--- config.mk ---
export PLATFORM = sky130hd
export DESIGN_NAME = frac_baud_gen
export DESIGN_NICKNAME = d
export VERILOG_FILES = /design/src/rtl/frac_baud_gen.sv
export SDC_FILE = /design/constraint.sdc
export NUM_CORES = 1
export LEC_CHECK = 0
export ABC_CLOCK_PERIOD_IN_PS = 3390
export BUFFER_PORTS_ARGS = -buffer_cell sky130_fd_sc_hd__clkbuf_2
export CORE_MARGIN = 5
export CORE_UTILIZATION = 24
export CTS_BUF_LIST = sky130_fd_sc_hd__clkbuf_8
export DETAILED_ROUTE_END_ITERATION = 12
export PLACE_DENSITY = 0.37
export SYNTH_ARGS = -nofsm -noshare
export SYNTH_HDL_FRONTEND = slang
export SYNTH_SLANG_ARGS = --single-unit
--- constraint.sdc ---
create_clock -name clk -period 3.39 [get_ports clk]
set_input_delay 0.339 -clock clk [delete_from_list [all_inputs] [get_ports clk]]
set_output_delay 0.339 -clock clk [all_outputs]
set_load 0.005 [all_outputs]
--- src/rtl/frac_baud_gen.sv ---
module frac_baud_gen #(
  parameter int PRESCALE = 4,
  parameter int FRAC_W   = 4
) (
  input  logic       clk,
  input  logic       rst_n,
  input  logic       wr_en,
  input  logic [1:0] wr_addr,
  input  logic [7:0] wr_data,
  output logic       sample_tick,
  output logic       bit_tick
);
  localparam int DIV_W = 16;
  localparam int PC_W  = (PRESCALE > 1) ? $clog2(PRESCALE) : 1;
  localparam int SC_W  = 4;

  logic [7:0]        div_lo, div_hi;
  logic [FRAC_W-1:0] frac;
  logic              presc_on, x8, x4;
  logic [PC_W-1:0]   pc;
  logic [DIV_W-1:0]  cnt;
  logic [FRAC_W-1:0] acc;
  logic [SC_W-1:0]   scnt;

  wire [DIV_W-1:0]  divisor = {div_hi, div_lo};
  wire              run     = (divisor != '0);
  wire [FRAC_W:0]   acc_sum = {1'b0, acc} + {1'b0, frac};
  wire              stretch = acc_sum[FRAC_W];
  wire [DIV_W:0]    last    = {1'b0, divisor} - {{DIV_W{1'b0}}, 1'b1} + {{DIV_W{1'b0}}, stretch};
  wire              pen     = presc_on ? (pc == PC_W'(PRESCALE - 1)) : 1'b1;
  wire [SC_W-1:0]   osr_m1  = x4 ? 4'd3 : (x8 ? 4'd7 : 4'd15);

  assign sample_tick = run & pen & ({1'b0, cnt} == last);
  assign bit_tick    = sample_tick & (scnt == osr_m1);

  always_ff @(posedge clk or negedge rst_n) begin
    if (!rst_n) begin
      div_lo   <= '0;
      div_hi   <= '0;
      frac     <= '0;
      presc_on <= 1'b0;
      x8       <= 1'b0;
      x4       <= 1'b0;
      pc       <= '0;
      cnt      <= '0;
      acc      <= '0;
      scnt     <= '0;
    end else if (wr_en) begin
      case (wr_addr)
        2'd0: div_lo <= wr_data;
        2'd1: div_hi <= wr_data;
        2'd2: frac   <= wr_data[FRAC_W-1:0];
        default: begin
          presc_on <= wr_data[0];
          x8       <= wr_data[1];
          x4       <= wr_data[2];
        end
      endcase
      pc   <= '0;
      cnt  <= '0;
      acc  <= '0;
      scnt <= '0;
    end else begin
      pc <= (pc == PC_W'(PRESCALE - 1)) ? '0 : pc + 1'b1;
      if (run && pen) begin
        if (sample_tick) begin
          cnt  <= '0;
          acc  <= acc_sum[FRAC_W-1:0];
          scnt <= bit_tick ? '0 : scnt + 1'b1;
        end else begin
          cnt <= cnt + 1'b1;
        end
      end
    end
  end
endmodule

======== Yosys cells after proc, flatten, opt, wreduce, memory -nomap -nowiden ========
Index checks and enable logic that the tools add are counted.
storage, ports and cells
  register bits after elaboration ......... 49
  bits of input ports ..................... 13
  word-level logic and storage cells ...... 51
  output and inout bits ................... 2
operators by class
  eq/ne operators ......................... 5
  $add $sub $neg .......................... 6
  multiplexer cells ....................... 15
  bitwise operators ....................... 4
  reductions and logical operators ........ 11
operators by type and width
  cell                     number
  $mux W16                 3
  $mux W4                  9
  $add A17 B1 Y17          1
  $eq A16 B17 Y1           1
  $sub A16 B1 Y17 const B  1
  $add A16 B1 Y16 const B  1
  $reduce_bool A16 Y1      1
  $reduce_and A2 Y1        5
  $add A4 B4 Y5            1
  $add A4 B1 Y4 const B    1
  $eq A2 B2 Y1 const B     2
  $eq A4 B4 Y1             1
  $mux W2                  2
  $reduce_bool A2 Y1       2
  $and A1 B1 Y1            3
  $reduce_or A3 Y1         1
  $add A2 B1 Y2 const B    1
  $eq A2 B1 Y1 const B     1
  $logic_not A2 Y1         1
  $logic_and A1 B1 Y1      1
  $mux W1                  1
  $not A1 Y1               1

======== Logic depth before layout (Yosys ltp) ========
  depth after elaboration ................. 9
  depth in mapped cells ................... 15
  mapped depth without buffers ............ 14

======== Worst setup path after synthesis ========
No wires, ideal clock.
  path type ............................... reg-to-reg
  from .................................... register frac[0]
  to ...................................... register scnt[2]
  library setup time ...................... 122 ps
  cell stages (with the launch flop) ...... 15
  arrival ................................. 3617 ps
  setup slack ............................. -349 ps
  buffers on the path ..................... 0
  data required time ...................... 3268 ps
  cells stage by stage .................... dfrtp_1 -> ha_1 -> inv_1 -> fa_1 -> inv_1 -> a21o_1 -> a21oi_1 -> ha_1 -> ha_1 -> nor3b_1 -> nand4_1 -> xnor2_1 -> or4_1 -> or4_1 -> a32o_1
on the way
  word-level cells in the longest chain between the ends .. 9
RTL lines
  element                 line  source
  start, declared         18    logic [FRAC_W-1:0] frac;
  start signal, assigned  52    2'd2: frac <= wr_data[FRAC_W-1:0];
  $add A4 B4 Y5 (*)       27    wire [FRAC_W:0] acc_sum = {1'b0, acc} + {1'b0, frac};
  $add A17 B1 Y17 (*)     29    wire [DIV_W:0] last = {1'b0, divisor} - {{DIV_W{1'b0}}, 1'b1} + {{DIV_W{1'b0}}, stretch};
  $eq A16 B17 Y1 (*)      33    assign sample_tick = run & pen & ({1'b0, cnt} == last);
  $and A1 B1 Y1 (*)       33
  $and A1 B1 Y1           34    assign bit_tick = sample_tick & (scnt == osr_m1);
  $mux W4                 69    scnt <= bit_tick ? '0 : scnt + 1'b1;
  $mux W4                 66    if (sample_tick) begin
  $mux W4                 65    if (run && pen) begin
  $mux W4                 48    end else if (wr_en) begin
  end signal, assigned    69
  end, declared           23    logic [SC_W-1:0] scnt;
Mark *: on every way between the ends. The rest lies on a longest branch, timed or not. The select of a mux whose other input is x is not followed.
A chain may end at the register's enable or synchronous reset.

======== Final worst setup path ========
  from .................................... register acc[0]
  to ...................................... register scnt[0]
on the way
  word-level cells in the longest chain between the ends .. 9
RTL lines
  element                 line  source
  start, declared         22    logic [FRAC_W-1:0] acc;
  start signal, assigned  68    acc <= acc_sum[FRAC_W-1:0];
  $add A4 B4 Y5 (*)       27
  $add A17 B1 Y17 (*)     29
  $eq A16 B17 Y1 (*)      33
  $and A1 B1 Y1 (*)       33
  $and A1 B1 Y1           34
  $mux W4                 69
  $mux W4                 66
  $mux W4                 65
  $mux W4                 48
Marked as above.

==> out/results.ini <==
[route]
dr.first_iter.drc_count=130
vias=2452
route.detailed.drc=0
ant_nets=0
wl_um=8850
wl_per_cell_um=16.8
firstDrtPassIters=4
via_per_inst=4.65

[clock_network]
hold_buffers=0
htreeDepth=2
clock_latency_ns=0.33
clock-sinks=49
cts.path.max_buffers=2
cts_root_buffer=clkbuf_8
cts_buffers=5
cts_tree=built
cts.clk_slew.worst_paths_ns=0.10

[placed_design]
place_inst=512
gp_congestion=0.810
post-dp-hpwl_um=6620
io_buffers=14

[min_path]
hp-class=in2async

[yosys]
synth-seq-area-share_pct=40.3
ys_ff_latch=49
syn-num-nets=325
yosys.area.top_type=dfrtp_1
synth_area_leaders=dfrtp_1 40%, mux2_2 9.3%, xnor2_1 6.3%
async_reset_ff_share_pct=100
yosysUniqueCellTypes=59
mappedNetlistArea_mm2=0.00304
synthCells=302
synth_top_flop_cell=dfrtp_1
synth.avg_cell_area_um2=10.1
synth_top_area_share_pct=40.3
synth_edf_count=0
yosys_warnings=0

[sta]
worstMarginPinSlew_ns=0.652
rsz0062_at_grt=yes
min_period_ns=3.86
timing_hold_violations_final=0
slew_headroom_pct=56.1
setup_viol=26
clock_skew_ns=0.0128
fin_tns_setup_ns=-10.26
hold_ws_ns=0.0218
slew_viol_final=0
setup_slack_ns=-0.469
final.period_utilization_pct=114
max_freq_mhz=259

[layout]
postLayoutCoreUtil_pct=32.2
diodes=0
final_cells=527
fill_cells=1336
drive_gt1_share_pct=38.6
layout_commonest_cell=dfrtp_1
nNetsFinal=378
area_growth_syn_to_layout_pct=32.6
mostFrequentLayoutCells=49 x dfrtp_1, 36 x buf_4, 20 x xnor2_1, 20 x mux2_2, 15 x nand2_1

[critical_path]
cp.required_ns=3.60
crit_fanout=5
r2r_slack_ns=-0.47
cp-start-kind=flop
path_class=reg2reg
critPathArrivalTime_ns=4.07
rr_worst_depth=17
crit_path_end_kind=flop

[global_route]
track_usage_pct=12.6
met1_usage_pct=16.0
grt_max_degree=26
met3_usage_pct=2.58
grt_first_pass_wirelength_um=14300
met2_usage_pct=21.4
top_usage_layer=met2
grt_pass1_vias=2591
antenna_found_initial=0
overflow=0

[power_and_ir_drop]
power.leakage_nw=1.61
cellPowerDensity_mw_per_mm2=397
totalPowerFinal_mw=1.60
vdd_ir_drop_max_mv=0.126

[die]
ios=15
die_w_um=123
core_mm2=0.0125
dieArea_mm2=0.0150
fp-row-count=41
initial_utilization_pct=24.3
die_y_um=123

[flow_run]
drv_cap=0

[run_status]
status=complete, but fails checks
violations=negative setup slack

[final timing paths]
check                           startpoint         to
worst max-delay path                acc[0]    scnt[0]
worst min-delay path                 rst_n  div_lo[0]
worst max register to register      acc[0]    scnt[0]
worst min register to register       pc[0]      pc[0]
max in group asynchronous            rst_n  div_hi[2]
min in group clk                wr_data[6]  div_lo[6]
[critical path: stages, from the launching register on]
cell and delay (ns):
dfrtp_1 0.37, ha_2 0.19, inv_2 0.04, fa_2 0.36
inv_2 0.05, a21o_1 0.11, a21oi_2 0.05, ha_2 0.18
buf_6 0.12, ha_4 0.15, buf_4 0.13, xor2_2 0.18
a211o_1 0.24, a31o_2 0.21, or4_4 0.54, nor4_4 0.35
buf_6 0.18, mux2_4 0.29
[kinds of logic after synthesis]
family	count (synthesis)	share of synthesized area (%)
flops	49	40.3
mux	27	9.91
buf+inv	26	3.58
compound gates	37	9.54
simple gates	119	22.5
fa+ha+maj	10	4.36
xor+xnor	34	9.79
[per-layer routing]
layer | routed length [µm] | vias up
met1 | 4080 | 1228
met5 | 0 | -
met4 | 121 | 0
li1 | - | 1204
met3 | 166 | 5
met2 | 4480 | 15
[state kept, by name, summed over array words and instances (netlist names)]
name	cells
acc	4
cnt	16
div_hi	8
div_lo	8
frac	4
pc	2
presc_on	1
scnt	4
x4	1
x8	1
[timing repair]
action | 4_1_cts | 5_1_grt
resized for setup | 17 | 31
buffers inserted | 7 | 3
pin swaps | 8 | 22
gates cloned | 1 | 0
setup endpoints to repair | 26 | 26
[through the flow]
step / area [µm²] / setup slack, ns
6_report: 4040 / -0.469
5_1_grt: 4040 / -0.687
4_1_cts: 3890 / -0.497
3_5_place_dp: 3620 / -0.389
3_3_place_gp: 3620 / -0.341
2_1_floorplan: 3120 / -0.0150
[cells in the mapped netlist, drive strengths merged (7+ instances only)]
| library cell | count |
|---|---|
| nand2 | 15 |
| o21ai | 7 |
| nor3 | 27 |
| dfrtp | 49 |
| nand3 | 12 |
| nor2 | 14 |
| mux2 | 25 |
| xor2 | 12 |
| nor4 | 8 |
| xnor2 | 22 |
| inv | 15 |
| ha | 9 |
[report_power, final]
group	leakage (nW)	switching, mW	internal (mW)
combinational	0.920	0.231	0.221
clock	0.0540	0.218	0.215
sequential	0.633	0.0749	0.643
total	1.61	0.524	1.08
[layout make-up]
cell class	instances	area, µm²	share of cell area (%)
clock inverters	2	35.0	0.868
clock buffers	5	68.8	1.70
well taps	172	215	5.33
multi-input cells	227	2000	49.5
repair buffers	57	437	10.8
flip-flops and latches	49	1230	30.4
inverters	15	56.3	1.39
Note: power is estimated with default switching activity, not from simulation.
